--- config.mk ---
export PLATFORM = sky130hd
export DESIGN_NAME = coh_home_dir
export DESIGN_NICKNAME = d
export VERILOG_FILES = /design/src/rtl/coh_dir_pkg.sv /design/src/rtl/coh_dir_table.sv /design/src/rtl/coh_inval_seq.sv /design/src/rtl/coh_home_dir.sv
export SDC_FILE = /design/constraint.sdc
export NUM_CORES = 1
export LEC_CHECK = 0
export BUFFER_PORTS_ARGS = -buffer_cell sky130_fd_sc_hd__buf_2
export CORE_UTILIZATION = 25
export CTS_CLUSTER_DIAMETER = 80
export DETAILED_ROUTE_END_ITERATION = 6
export GPL_TIMING_DRIVEN = 1
export PLACE_DENSITY = 0.39
export SKIP_LAST_GASP = 1
export SYNTH_ARGS = -nofsm -noshare
export SYNTH_HDL_FRONTEND = slang
export SYNTH_SLANG_ARGS = --single-unit
--- constraint.sdc ---
create_clock -name clk -period 7.34 [get_ports clk]
set_input_delay 0.734 -clock clk [delete_from_list [all_inputs] [get_ports clk]]
set_output_delay 0.734 -clock clk [all_outputs]
set_load 0.02 [all_outputs]
--- src/rtl/coh_dir_pkg.sv ---
package coh_dir_pkg;

    localparam int MAX_PROC = 64;

    typedef enum logic [1:0] {
        DIR_UNCACHED = 2'd0,
        DIR_SHARED   = 2'd1,
        DIR_EXCL     = 2'd2
    } dir_state_e;

    typedef enum logic [1:0] {
        REQ_RD_MISS = 2'd0,
        REQ_WR_MISS = 2'd1,
        REQ_WBACK   = 2'd2,
        REQ_RSVD    = 2'd3
    } req_kind_e;

    typedef enum logic [1:0] {
        MSG_INVAL     = 2'd0,
        MSG_FETCH     = 2'd1,
        MSG_FETCH_INV = 2'd2,
        MSG_DATA      = 2'd3
    } msg_kind_e;

    typedef enum logic [2:0] {
        CTL_IDLE  = 3'd0,
        CTL_INVAL = 3'd1,
        CTL_FETCH = 3'd2,
        CTL_WAIT  = 3'd3,
        CTL_REPLY = 3'd4
    } ctl_state_e;

    // index of the lowest set bit, zero when the vector is empty
    function automatic logic [5:0] lowest_one(input logic [MAX_PROC-1:0] vec);
        logic [5:0] idx;
        idx = '0;
        for (int i = MAX_PROC - 1; i >= 0; i--) begin
            if (vec[i]) idx = 6'(i);
        end
        return idx;
    endfunction

endpackage

--- src/rtl/coh_dir_table.sv ---
module coh_dir_table
    import coh_dir_pkg::*;
#(
    parameter int NPROC = 4,
    parameter int NBLK  = 8,
    parameter int DW    = 16,
    parameter int AW    = 3
)(
    input  logic             clk,
    input  logic             rst,
    input  logic [AW-1:0]    rd_addr,
    output dir_state_e       rd_state,
    output logic [NPROC-1:0] rd_holders,
    output logic [DW-1:0]    rd_word,
    input  logic [AW-1:0]    wr_addr,
    input  logic             dir_we,
    input  dir_state_e       dir_state_in,
    input  logic [NPROC-1:0] dir_holders_in,
    input  logic             mem_we,
    input  logic [DW-1:0]    mem_word_in
);

    dir_state_e       st_q   [NBLK];
    logic [NPROC-1:0] hold_q [NBLK];
    logic [DW-1:0]    word_q [NBLK];

    for (genvar b = 0; b < NBLK; b++) begin : g_entry
        logic hit;
        assign hit = (wr_addr == AW'(b));

        always_ff @(posedge clk) begin
            if (rst) begin
                st_q[b]   <= DIR_UNCACHED;
                hold_q[b] <= '0;
                word_q[b] <= '0;
            end else begin
                if (dir_we && hit) begin
                    st_q[b]   <= dir_state_in;
                    hold_q[b] <= dir_holders_in;
                end
                if (mem_we && hit) begin
                    word_q[b] <= mem_word_in;
                end
            end
        end
    end

    assign rd_state   = st_q[rd_addr];
    assign rd_holders = hold_q[rd_addr];
    assign rd_word    = word_q[rd_addr];

endmodule

--- src/rtl/coh_inval_seq.sv ---
module coh_inval_seq
    import coh_dir_pkg::*;
#(
    parameter int NPROC = 4,
    parameter int PW    = 2
)(
    input  logic             clk,
    input  logic             rst,
    input  logic             load,
    input  logic [NPROC-1:0] load_mask,
    input  logic             step,
    output logic [PW-1:0]    cur_dst,
    output logic             last
);

    logic [NPROC-1:0] mask_q;
    logic [NPROC-1:0] rest;

    // drop the lowest pending target
    assign rest    = mask_q & (mask_q - NPROC'(1));
    assign last    = (rest == '0);
    assign cur_dst = PW'(lowest_one(MAX_PROC'(mask_q)));

    always_ff @(posedge clk) begin
        if (rst) begin
            mask_q <= '0;
        end else if (load) begin
            mask_q <= load_mask;
        end else if (step) begin
            mask_q <= rest;
        end
    end

endmodule

--- src/rtl/coh_home_dir.sv ---
module coh_home_dir
    import coh_dir_pkg::*;
#(
    parameter int NPROC = 4,
    parameter int NBLK  = 8,
    parameter int DW    = 16,
    localparam int PW   = (NPROC > 1) ? $clog2(NPROC) : 1,
    localparam int AW   = (NBLK > 1) ? $clog2(NBLK) : 1
)(
    input  logic          clk,
    input  logic          rst,
    input  logic          req_valid,
    output logic          req_ready,
    input  logic [1:0]    req_kind,
    input  logic [PW-1:0] req_src,
    input  logic [AW-1:0] req_addr,
    input  logic [DW-1:0] req_data,
    output logic          out_valid,
    input  logic          out_ready,
    output logic [1:0]    out_kind,
    output logic [PW-1:0] out_dst,
    output logic [AW-1:0] out_addr,
    output logic [DW-1:0] out_data
);

    ctl_state_e       cs_q, cs_d;
    req_kind_e        kind_q, kind_in;
    logic [PW-1:0]    src_q, owner_q, owner_idx, seq_dst;
    logic [AW-1:0]    addr_q, look_addr;
    dir_state_e       cur_st, new_st;
    logic [NPROC-1:0] cur_hold, new_hold, req_bit, held_bit, seq_mask;
    logic [DW-1:0]    cur_word;
    logic             dir_we, mem_we, seq_load, seq_last;
    logic             take_new, wb_match, out_fire;

    assign kind_in   = req_kind_e'(req_kind);
    assign req_bit   = NPROC'(1) << req_src;
    assign held_bit  = NPROC'(1) << src_q;
    assign look_addr = (cs_q == CTL_IDLE) ? req_addr : addr_q;
    assign owner_idx = PW'(lowest_one(MAX_PROC'(cur_hold)));

    assign take_new  = (cs_q == CTL_IDLE) && req_valid;
    assign wb_match  = req_valid && (kind_in == REQ_WBACK) &&
                       (req_src == owner_q) && (req_addr == addr_q);
    assign req_ready = (cs_q == CTL_IDLE) || ((cs_q == CTL_WAIT) && wb_match);
    assign out_fire  = out_valid && out_ready;

    coh_dir_table #(.NPROC(NPROC), .NBLK(NBLK), .DW(DW), .AW(AW)) table_i (
        .clk            (clk),
        .rst            (rst),
        .rd_addr        (look_addr),
        .rd_state       (cur_st),
        .rd_holders     (cur_hold),
        .rd_word        (cur_word),
        .wr_addr        (look_addr),
        .dir_we         (dir_we),
        .dir_state_in   (new_st),
        .dir_holders_in (new_hold),
        .mem_we         (mem_we),
        .mem_word_in    (req_data)
    );

    coh_inval_seq #(.NPROC(NPROC), .PW(PW)) seq_i (
        .clk       (clk),
        .rst       (rst),
        .load      (seq_load),
        .load_mask (seq_mask),
        .step      (out_fire && (cs_q == CTL_INVAL)),
        .cur_dst   (seq_dst),
        .last      (seq_last)
    );

    always_comb begin
        cs_d     = cs_q;
        dir_we   = 1'b0;
        mem_we   = 1'b0;
        new_st   = cur_st;
        new_hold = cur_hold;
        seq_load = 1'b0;
        seq_mask = '0;
        unique case (cs_q)
            CTL_IDLE: begin
                if (take_new) begin
                    unique case (kind_in)
                        REQ_WBACK: begin
                            mem_we   = 1'b1;
                            dir_we   = 1'b1;
                            new_st   = DIR_UNCACHED;
                            new_hold = '0;
                        end
                        REQ_RD_MISS: begin
                            if (cur_st == DIR_EXCL) begin
                                cs_d = CTL_FETCH;
                            end else begin
                                dir_we   = 1'b1;
                                new_st   = DIR_SHARED;
                                new_hold = ((cur_st == DIR_SHARED) ? cur_hold : '0) | req_bit;
                                cs_d     = CTL_REPLY;
                            end
                        end
                        REQ_WR_MISS: begin
                            if (cur_st == DIR_EXCL) begin
                                cs_d = CTL_FETCH;
                            end else begin
                                dir_we   = 1'b1;
                                new_st   = DIR_EXCL;
                                new_hold = req_bit;
                                seq_load = 1'b1;
                                seq_mask = (cur_st == DIR_SHARED) ? (cur_hold & ~req_bit) : '0;
                                cs_d     = (|seq_mask) ? CTL_INVAL : CTL_REPLY;
                            end
                        end
                        default: ;
                    endcase
                end
            end
            CTL_INVAL: if (out_fire && seq_last) cs_d = CTL_REPLY;
            CTL_FETCH: if (out_fire) cs_d = CTL_WAIT;
            CTL_WAIT: begin
                if (wb_match) begin
                    mem_we = 1'b1;
                    dir_we = 1'b1;
                    cs_d   = CTL_REPLY;
                    if (kind_q == REQ_RD_MISS) begin
                        new_st   = DIR_SHARED;
                        new_hold = cur_hold | held_bit;
                    end else begin
                        new_st   = DIR_EXCL;
                        new_hold = held_bit;
                    end
                end
            end
            CTL_REPLY: if (out_fire) cs_d = CTL_IDLE;
            default:   cs_d = CTL_IDLE;
        endcase
    end

    always_ff @(posedge clk) begin
        if (rst) begin
            cs_q    <= CTL_IDLE;
            kind_q  <= REQ_RD_MISS;
            src_q   <= '0;
            owner_q <= '0;
            addr_q  <= '0;
        end else begin
            cs_q <= cs_d;
            if (take_new) begin
                kind_q  <= kind_in;
                src_q   <= req_src;
                owner_q <= owner_idx;
                addr_q  <= req_addr;
            end
        end
    end

    always_comb begin
        out_valid = (cs_q == CTL_INVAL) || (cs_q == CTL_FETCH) || (cs_q == CTL_REPLY);
        out_addr  = addr_q;
        out_data  = '0;
        out_kind  = MSG_DATA;
        out_dst   = src_q;
        unique case (cs_q)
            CTL_INVAL: begin
                out_kind = MSG_INVAL;
                out_dst  = seq_dst;
            end
            CTL_FETCH: begin
                out_kind = (kind_q == REQ_WR_MISS) ? MSG_FETCH_INV : MSG_FETCH;
                out_dst  = owner_q;
            end
            CTL_REPLY: out_data = cur_word;
            default: ;
        endcase
    end

endmodule

# Yosys cells after proc, flatten, opt, wreduce, memory -nomap -nowiden
# Memories as Yosys holds them, arrays and structs flattened.
# Index checks and enable logic that the tools add are counted.
[op_classes]
add_sub_neg = 1
eq_ne = 24
shift = 2
mux = 130
bitwise_logic = 29
n_reduce_logical = 36
[ops]
columns = ["cell", "n"]
rows = [
  ["two-way mux 16 bit", 9],
  ["two-way mux 4 bit", 21],
  ["two-way mux 1 bit", 58],
  ["two-way mux 2 bit", 22],
  ["two-way mux 3 bit", 9],
  ["logical AND 1 bit", 24],
  ["OR 1 bit", 24],
  ["equality test 3 bit (second input constant)", 5],
  ["case mux 3 bit (5 select lines)", 1],
  ["equality test 3 x 2 -> 1 bit (second input constant)", 4],
  ["case mux 2 bit (2 select lines)", 3],
  ["case mux 4 bit (3 select lines)", 1],
  ["AND 4 bit", 2],
  ["inequality test 2 bit (second input constant)", 4],
  ["OR 4 bit", 2],
  ["case mux 4 bit (2 select lines)", 1],
  ["left shift 1 x 2 -> 4 bit (first input constant)", 2],
  ["equality test 2 x 1 -> 1 bit (second input constant)", 3],
  ["equality test 3 x 1 -> 1 bit (second input constant)", 2],
  ["logical NOT 3 bit", 2],
  ["case mux 1 bit (2 select lines)", 3],
  ["case mux 2 bit (3 select lines)", 1],
  ["case mux 3 bit (2 select lines)", 1],
  ["AND reduction 6 bit", 1],
  ["13 further kinds", 17],
]
[word_totals]
reg_bits = 16
ram_bits = 176
out_inout_bits = 25
n_memories = 3
[memory_table]
columns = ["memory", "depth", "width", "read_ports", "rd_ports_with_merged_regs", "wr", "line", "source"]
rows = [
  ["table_i.word_q", 8, 16, 1, 0, 8, "coh_dir_table.sv:25", "logic [DW-1:0] word_q [NBLK];"],
  ["table_i.hold_q", 8, 4, 1, 0, 8, "coh_dir_table.sv:24", "logic [NPROC-1:0] hold_q [NBLK];"],
  ["table_i.st_q", 8, 2, 1, 0, 8, "coh_dir_table.sv:23", "dir_state_e st_q [NBLK];"],
]

# Depth between registers and ports, before layout
# Gate-level depths: netlist of run 1.
# An unclocked memory read counts as a cell.
[depth]
depth_word = 13
ltp_mapped = 10
depth_no_buf = 7

# Cells and area by module
# A second synthesis of run 1 with hierarchy kept.
[hier_totals]
cells_unflattened = 749
hier_area_um2 = 9729.3
[modules_own_cells]
columns = ["mod", "n_inst", "cells_each", "area_each_um2", "seq_area_each_um2"]
rows = [
  ["coh_dir_table", 1, 522, 8101.5, 5285.1],
  ["coh_home_dir", 1, 201, 1416.4, 240.2],
  ["coh_inval_seq", 1, 26, 211.5, 80.1],
]

# Least setup slack after synthesis of run 1
# No wires, ideal clock.
[synth_path]
kind = "input to output"
from = "in req_addr[0]"
to = "out out_data[13]"
arrival_time_ns = 2.859
setup_slack_ns = 3.747
path_stages = 8
cell_sequence = "buf_2 or4b_4 nand2_1 clkbuf_1 clkbuf_1 nand2_1 a311o_1 a21oi_1"
[synth_via]
elab_chain_cells = 3
[synth_lines]
columns = ["element", "line", "source"]
rows = [
  ["start: declaration", "coh_home_dir.sv:16", "input logic [AW-1:0] req_addr,"],
  ["two-way mux 3 bit", "coh_home_dir.sv:39", "assign look_addr = (cs_q == CTL_IDLE) ? req_addr : addr_q;"],
  ["memory (8 x 16 bit)", "--", ""],
  ["two-way mux 16 bit", "coh_home_dir.sv:162", "unique case (cs_q)"],
  ["end: declaration", "coh_home_dir.sv:23", "output logic [DW-1:0] out_data"],
]
# Every way passes these cells.

==> results of run 1 <==
## registers in the layout, summed over array words and instances (netlist names)
signal,flops
cs_q,3
owner_q,2
seq_i.mask_q,4
out_addr,3
table_i.hold_q,32
src_q,2
table_i.st_q,16
kind_q,2
table_i.word_q,128
## layout make-up
cell class / instances / area [um^2]
Tap cell: 504 / 631
Fill cell: 3905 / 26100
Multi-Input combinational cell: 598 / 3620
Sequential cell: 192 / 5610
Inverter: 5 / 18.8
Clock buffer: 18 / 429
Clock inverter: 14 / 120
Timing Repair Buffer: 65 / 360
## cells in the mapped netlist, types with 4 or more instances
cell type / number / share of area
and3_1: 11 / 0.0073
a21oi_1: 34 / 0.018
mux2i_1: 8 / 0.0085
nor2_1: 88 / 0.035
clkbuf_1: 41 / 0.016
o32a_1: 7 / 0.0074
edfxtp_1: 176 / 0.56
a311oi_1: 7 / 0.0065
o22a_1: 4 / 0.0037
o32ai_2: 4 / 0.0069
a21o_1: 10 / 0.0080
mux2_2: 4 / 0.0048
o211ai_1: 9 / 0.0072
nand2b_1: 8 / 0.0053
nand2_1: 104 / 0.041
a31o_2: 9 / 0.0084
a31oi_1: 9 / 0.0060
nand3_1: 10 / 0.0053
buf_1: 7 / 0.0028
dfxtp_1: 16 / 0.034
o221ai_1: 8 / 0.0074
a311o_1: 16 / 0.017
and2_1: 129 / 0.086
a211oi_1: 11 / 0.0087
inv_1: 5 / 0.0020
o21ai_0: 14 / 0.0074
nor4_1: 5 / 0.0033
xnor2_1: 5 / 0.0046
nor2b_1: 6 / 0.0040
nor3_1: 7 / 0.0037
o22ai_1: 35 / 0.023
## power by group through the flow
stage,logic (W),registers (W),clock network [W]
6_report,0.00176,0.00137,0.000910
5_1_grt,0.00190,0.00138,0.000974
4_1_cts,0.00179,0.00137,0.000932
3_5_place_dp,0.00178,0.00139,0
3_3_place_gp,0.00179,0.00139,0
2_1_floorplan,0.00117,0.00135,0
## cell families after synthesis
kind of cell	Yosys count	synth area share
mux	13	0.0148
buf+inv	60	0.0266
flops	192	0.594
compound gates	198	0.156
simple gates	381	0.203
fa+ha+maj	1	0.00106
xor+xnor	5	0.00464
## path summary, 6_finish.rpt
kind,cells after the start,to,startpoint
worst max-delay path,7,table_i.st_q[1][1],cs_q[2]
worst min register to register,2,kind_q[1],kind_q[1]
worst min-delay path,2,kind_q[1],kind_q[1]
worst max register to register,7,table_i.st_q[1][1],cs_q[2]
## critical path: cells and delay by family (launching register included)
kind            cells  cell delay [ns]
mux                 1             0.58
flops               1             0.78
compound gates      4             2.20
simple gates        2             0.67
## per-stage QoR
| stage | setup slack [ns] | std cells |
|---|---|---|
| 2_1_floorplan | 3.75 | 850 |
| 6_report | 2.81 | 1396 |
| 4_1_cts | 2.80 | 1396 |
| 5_1_grt | 2.47 | 1396 |
| 3_3_place_gp | 2.89 | 1364 |
| 3_5_place_dp | 2.84 | 1364 |
## routing by layer
| metal | routed length, um | share of wire | up-vias |
|---|---|---|---|
| li1 | - | - | 3226 |
| met1 | 14000 | 0.47 | 3434 |
| met2 | 14700 | 0.49 | 139 |
| met3 | 956 | 0.032 | 24 |
| met4 | 459 | 0.015 | 0 |
| met5 | 0 | 0 | - |
==> impl_metrics.toml, run 1 <==
[floorplanning]
dieHeight_um = 196
ios = 52
die_x_um = 196
core_area_um2 = 36900
initial_core_util = 0.256
num_rows = 70
dieArea_um2 = 38500

[clocking]
postCtsHoldBufs = 0
cts.root.buffer_cell = "clkbuf_16"
cts_tree = "built"
cts_max_path_buffers = 2
cts.sinks = 192
cts-htree-levels = 4
clk_pin_slew_ns = 0.08
cts_setup_buffers = 0
numCtsBuffers = 17
clk_latency_ns = 0.44
cts-resized-gates = 0

[synthesis]
synth_fp_nets = 877
synth_area_um2 = 9440
seq_area_frac_synth = 0.594
syn_area_per_cell_um2 = 11.1
ys_dominant_reg_cell = "edfxtp_1"
async_flop_share = 0
synth_cell_type_count = 61
syn_inst = 850
synth_edf_count = 176
synth.ff_latch_count = 192
yosysWarnings = 0

[layout]
final_cell_area_um2 = 10800
final_cell_mix = "edfxtp_1 (176), and2_1 (129), nand2_1 (103)"
fin_nets = 906
utilization = 0.292
drive_above_1_share = 0.146
layout_commonest_cell = "edfxtp_1"
diodes = 0
area_growth_pct = 14.2

[global_route]
gr-usage-all-layers = 0.161
grt.busiest_layer = "met2"
grt_overflow = 0
grt_use_met2 = 0.269
met1_usage = 0.217
antenna_found_initial = 2
grt_max_degree = 43
grt_pass1_wl_mm = 45.3
grt_pass1_vias = 6889
use_met3 = 0.0236

[placement]
dpl_cell_area_um2 = 10200
place.gp.congestion = 0.750
portBuffers = 51
dp.final_hpwl_mm = 18.4

[pwr]
p_comb_frac = 0.435
ir_worst_vdd_mv = 0.172
leakagePower_nw = 3.80
p_total_w = 0.00404
p_int_w = 0.00226
switching_share = 0.440
pwr_density_cell_nw_per_um2 = 374
pwr-share-clk = 0.225
netSwitchingPower_w = 0.00177
seq_power_share = 0.339

[min_path]
hp-class = "reg -> reg"

[worst_setup_path]
cp.required_ns = 7.49
cp_slowest_cell = "a32oi_1"
end_kind = "flop"
cp.arrival_ns = 4.68
reg2reg_setup_slack_ns = 2.81
crit_type = "reg -> reg"
critPathLaunchType = "flop"
worstPathCellList = "or3_1 -> mux2_4 -> o21a_1 -> a32oi_1 -> a31oi_2 -> o211ai_1 -> nor2_1"
critPathMaxStageDelay_ns = 0.84
path_max_fanout = 42

[sta]
slew_headroom = 0.218
hold_viol = 0
fin_crit_sh = 0.617
fin_skew_ns = 0.0108
fin_crit_ns = 4.53
finalSetupViolCount = 0
whs_ns = 0.478
worstMarginPinSlew_ns = 1.17
tns_ns = 0
rsz0062_at_grt = "no"
drv_slew = 0
max_clock_freq_mhz = 221

[flow_run]
drv_cap = 0

[drt]
routed_wl_mm = 30.1
drc_errors = 0
viasPerCell = 4.89
drt-pass1-iter-count = 5
num_vias = 6823
drt_iter0_drc = 429
wl_per_cell_um = 21.6
ant_nets = 0

[outcome]
status = "complete, no violations"
Power figures use the tool's default switching activity.
==> inputs of run 2 (changes only) <==
- clock period: 7.34 -> 4.7 ns (I/O delays scaled with it)
==> impl_metrics.toml, run 2 (synthesized netlist as in run 1, its figures left out) <==
[worst_setup_path]
reg2reg_setup_slack_ns = 0.59
critPathMaxStageDelay_ns = 0.79
cp_slowest_cell = "a32oi_1"
timing.rr.end = "table_i.hold_q[2][0]"
cp.required_ns = 4.85
reg2reg_depth = 7
r2r-start = "cs_q[0]"
critPathLaunchType = "flop"
crit_type = "reg -> reg"
end_kind = "flop"
startpoint = "cs_q[0]"
path_max_fanout = 42
worstPathCellList = "or3_1 -> mux2_4 -> o221a_2 -> a32oi_1 -> a31oi_2 -> o211ai_1 -> nor2_1"
path_depth = 7
critPathCapture = "table_i.hold_q[2][0]"
critPathBufInv = 0
cp_top_family = "compound AO/OA/AOI/OAI gates"
cp.arrival_ns = 4.26

[pwr]
seq_power_share = 0.324
pwr-share-clk = 0.236
p_comb_frac = 0.440
pwr_density_cell_nw_per_um2 = 594
ir_worst_vdd_mv = 0.269
switching_share = 0.437
leakagePower_nw = 3.92
p_int_w = 0.00368
netSwitchingPower_w = 0.00285

[min_path]
hp-class = "in -> reg"

[drt]
routed_wl_mm = 30.4
met2_wirelength_mm = 14.8
ant_nets = 0
drc_errors = 0
num_vias = 6830
route.met3.wl_um = 916
drt_iter0_drc = 438
drt-pass1-iter-count = 4
dr.max_layer_used = "met5"
wl_per_cell_um = 21.5
viasPerCell = 4.83
drt-met1-wl_mm = 14.3

[layout]
top_register = "table_i.word_q"
area_growth_pct = 16.3
drive_above_1_share = 0.160
reg_top3 = "table_i.word_q: 128 flops, table_i.hold_q: 32 flops, table_i.st_q: 16 flops"
layout_commonest_cell = "edfxtp_1"
largest_register_ffs = 128
fin_nets = 924
diodes = 0
final_cell_mix = "edfxtp_1 (176), and2_1 (129), nand2_1 (103)"

[clocking]
clk_pin_slew_ns = 0.08
cts_setup_buffers = 0
cts_max_path_buffers = 2
cts.root.buffer_cell = "clkbuf_16"
clk_latency_ns = 0.45
cts-htree-levels = 4
numCtsBuffers = 17
cts-resized-gates = 0
cts.sinks = 192
postCtsHoldBufs = 0
cts_tree = "built"

[global_route]
grt_max_degree = 43
grt_overflow = 0
grt_pass1_vias = 6880
antenna_found_initial = 2
gr-usage-all-layers = 0.162
grt_pass1_wl_mm = 45.6

[placement]
dpl_worst_slack_ns = 0.659
portBuffers = 51
dp.final_hpwl_mm = 19.6
place.gp.congestion = 0.783

[sta]
drv_slew = 0
fin_crit_sh = 0.874
rsz0062_at_grt = "no"
fin_crit_ns = 4.11
finalSetupViolCount = 0
slew_headroom = 0.302
hold_viol = 0
setup_ws_ns = 0.592
max_clock_freq_mhz = 243
tns_ns = 0
worstMarginPinSlew_ns = 1.05
fin_skew_ns = 0.0144

[floorplanning]
die_x_um = 196
initial_core_util = 0.256
num_rows = 70
dieArea_um2 = 38500
dieHeight_um = 196
core_area_um2 = 36900
ios = 52

[outcome]
status = "complete, no violations"

[flow_run]
drv_cap = 0
run 2: cell count changes in the layout (fill, tap and decap cells not counted), moves of 2 or more:
cell      before  now
buf_4         14   32
clkinv_4       0    2
clkinv_2       3    1
clkinv_8       1    4
nor2_1        83   87
inv_6          5    3
nor2_2         4    0
run 2: worst register-to-register path, delay by kind of cell (launching register included):
family | cells | cell delay, ns
AO/OA/AOI/OAI | 4 | 2.24
AND/OR/NAND/NOR | 2 | 0.57
multiplexers | 1 | 0.55
flip-flops | 1 | 0.46
run 2: per-stage QoR:
step / utilization / instances / power, W / area (um^2) / hold WS [ns]
detailed placement: 0.281 / 1382 / 0.00504 / 10400 / 0.466
floorplan: - / 850 / 0.00393 / 9440 / 0.445
global route: 0.298 / 1414 / 0.00686 / 11000 / 0.345
global placement: 0.281 / 1382 / 0.00507 / 10400 / 0.463
finish: 0.298 / 1414 / 0.00652 / 11000 / 0.325
CTS: 0.298 / 1414 / 0.00659 / 11000 / 0.311
run 2: area by class of cell:
type / instances / area, um^2
multi-input cells: 598 / 3610
repair buffers: 83 / 495
well taps: 504 / 631
flip-flops and latches: 192 / 5610
clock buffers: 17 / 425
clock inverters: 15 / 190
inverters: 5 / 18.8
fillers: 3856 / 25900
run 2: worst min path at each step:
stage	from	end	slack [ns]	cells past startpoint
finish	req_addr[2]	out_addr[2]	0.33	3
CTS	req_addr[2]	out_addr[2]	0.31	3
global route	req_addr[2]	out_addr[2]	0.34	3
global placement	kind_q[0]	kind_q[0]	0.46	2
floorplan	kind_q[0]	kind_q[0]	0.45	2
detailed placement	kind_q[0]	kind_q[0]	0.47	2
run 2: metal layers:
layer	up-vias	GRT usage
li1	3255	-
met3	20	0.0248
met4	2	0.0379
met1	3425	0.217
met5	-	0
met2	128	0.272
run 2: power by group through the flow:
| stage | clock network, W | registers [W] | logic, W |
|---|---|---|---|
| finish | 0.00154 | 0.00211 | 0.00287 |
| floorplan | 0 | 0.00211 | 0.00182 |
| global route | 0.00163 | 0.00213 | 0.00309 |
| CTS | 0.00158 | 0.00211 | 0.00290 |
| global placement | 0 | 0.00215 | 0.00292 |
| detailed placement | 0 | 0.00215 | 0.00289 |
==> inputs of run 3 (changes only) <==
- GPL_TIMING_DRIVEN: 1 -> 0
==> impl_metrics.toml, run 3 (synthesized netlist as in run 1, its figures left out) <==
[layout]
fin_nets = 940
fillers = 3889
drive_above_1_share = 0.117
multiInputGateArea_um2 = 3580
diodes = 0
reg_top3 = "table_i.word_q: 128 flops, table_i.hold_q: 32 flops, table_i.st_q: 16 flops"
top_register = "table_i.word_q"
largest_register_ffs = 128
regArea_um2 = 5610
layout_commonest_cell = "edfxtp_1"
final_cell_mix = "edfxtp_1 (176), and2_1 (129), nand2_1 (104)"
area_growth_pct = 15.2

[floorplanning]
core_area_um2 = 36900
dieHeight_um = 196
num_rows = 70
ios = 52
initial_core_util = 0.256
dieArea_um2 = 38500
die_x_um = 196

[worst_setup_path]
critPathLaunchType = "flop"
cp_top_family = "buffers and inverters"
end_kind = "output port"
cp_slowest_cell = "buf_1"
path_depth = 10
reg2reg_setup_slack_ns = 0.63
reg2reg_depth = 9
timing.rr.end = "table_i.st_q[0][1]"
startpoint = "cs_q[1]"
crit_type = "reg -> out"
critPathMaxStageDelay_ns = 0.57
worstPathCellList = "buf_6 -> or3_1 -> buf_6 -> mux2i_1 -> buf_2 -> buf_1 -> o22ai_1 -> a311o_1 -> a21oi_1 -> buf_2"
cp.required_ns = 4.23
cp.arrival_ns = 3.79
critPathBufInv = 5
critPathCapture = "out_data[4]"
path_max_fanout = 10
r2r-start = "cs_q[2]"

[sta]
hold_viol = 0
drv_slew = 0
finalSetupViolCount = 0
fin_skew_ns = 0.0172
rsz0062_at_grt = "no"
tns_ns = 0
setup_ws_ns = 0.437
worstMarginPinSlew_ns = 1.22
max_clock_freq_mhz = 235
fin_crit_sh = 0.907
slew_headroom = 0.163
fin_crit_ns = 4.26

[pwr]
pwr_density_cell_nw_per_um2 = 592
p_total_w = 0.00644
leakagePower_nw = 3.80
ir_worst_vdd_mv = 0.273

[clocking]
cts_setup_buffers = 0
numCtsBuffers = 17
clk_latency_ns = 0.45
cts-htree-levels = 4
postCtsHoldBufs = 0
cts_max_path_buffers = 2
cts.root.buffer_cell = "clkbuf_16"
clk_pin_slew_ns = 0.07
cts.sinks = 192
cts_tree = "built"
cts-resized-gates = 0

[global_route]
grt_pass1_wl_mm = 46.5
grt_overflow = 0
grt_pass1_vias = 6830
antenna_found_initial = 0
grt_max_degree = 19
gr-usage-all-layers = 0.167

[drt]
drc_errors = 0
num_vias = 6951
viasPerCell = 4.86
drt_iter0_drc = 469
routed_wl_mm = 31.3
wl_per_cell_um = 21.9
ant_nets = 0
drt-pass1-iter-count = 5

[flow_run]
drv_cap = 0

[placement]
dp.final_hpwl_mm = 21.3
portBuffers = 44
place.gp.congestion = 0.777
dpl_worst_slack_ns = 0.607

[min_path]
hp-start = "req_addr[2]"
hp-class = "in -> reg"

[outcome]
status = "complete, no violations"
run 3: worst register-to-register path, cell delays in order, from the launching register on:
cell	delay, ns
dfxtp_1	0.32
buf_4	0.18
nor3_4	0.51
mux2i_1	1.06
a211oi_1	0.14
o32ai_1	0.26
buf_4	0.26
a31oi_2	0.22
o211ai_1	0.73
nor2_1	0.12
run 3: how the worst min path moves through the flow:
stage / cells after the start / end / slack [ns]
global route: 3 / out_addr[2] / 0.34
CTS: 3 / out_addr[2] / 0.30
detailed placement: 2 / kind_q[1] / 0.46
floorplan: 2 / kind_q[0] / 0.45
finish: 3 / out_addr[2] / 0.31
global placement: 2 / kind_q[1] / 0.47
run 3: metrics by stage:
stage	hold WS, ns	cells	util	area (um^2)
2_1_floorplan	0.445	850	-	9440
3_3_place_gp	0.466	1398	0.279	10300
3_5_place_dp	0.464	1398	0.279	10300
4_1_cts	0.296	1430	0.295	10900
5_1_grt	0.341	1430	0.295	10900
6_report	0.306	1430	0.295	10900
run 3: where the power goes:
part           internal (W)  total (W)  switching (W)
registers           0.00203    0.00209      0.0000590
clock network      0.000755    0.00149       0.000733
logic              0.000831    0.00286        0.00203
run 3: area by class of cell:
cell class                      instances  area share
Tap cell                              504      0.0580
Multi-Input combinational cell        598       0.329
Clock buffer                           19      0.0398
Sequential cell                       192       0.516
Clock inverter                         13      0.0138
Buffer                                 55      0.0214
Inverter                                5     0.00173
Timing Repair Buffer                   44      0.0203
run 3: per-layer routing:
layer  vias up  share of wire  GRT usage
met5         -              0          0
met4         0          0.013     0.0437
met3        21          0.037     0.0246
met2       154           0.49      0.282
met1      3487           0.46      0.223
li1       3289              -          -
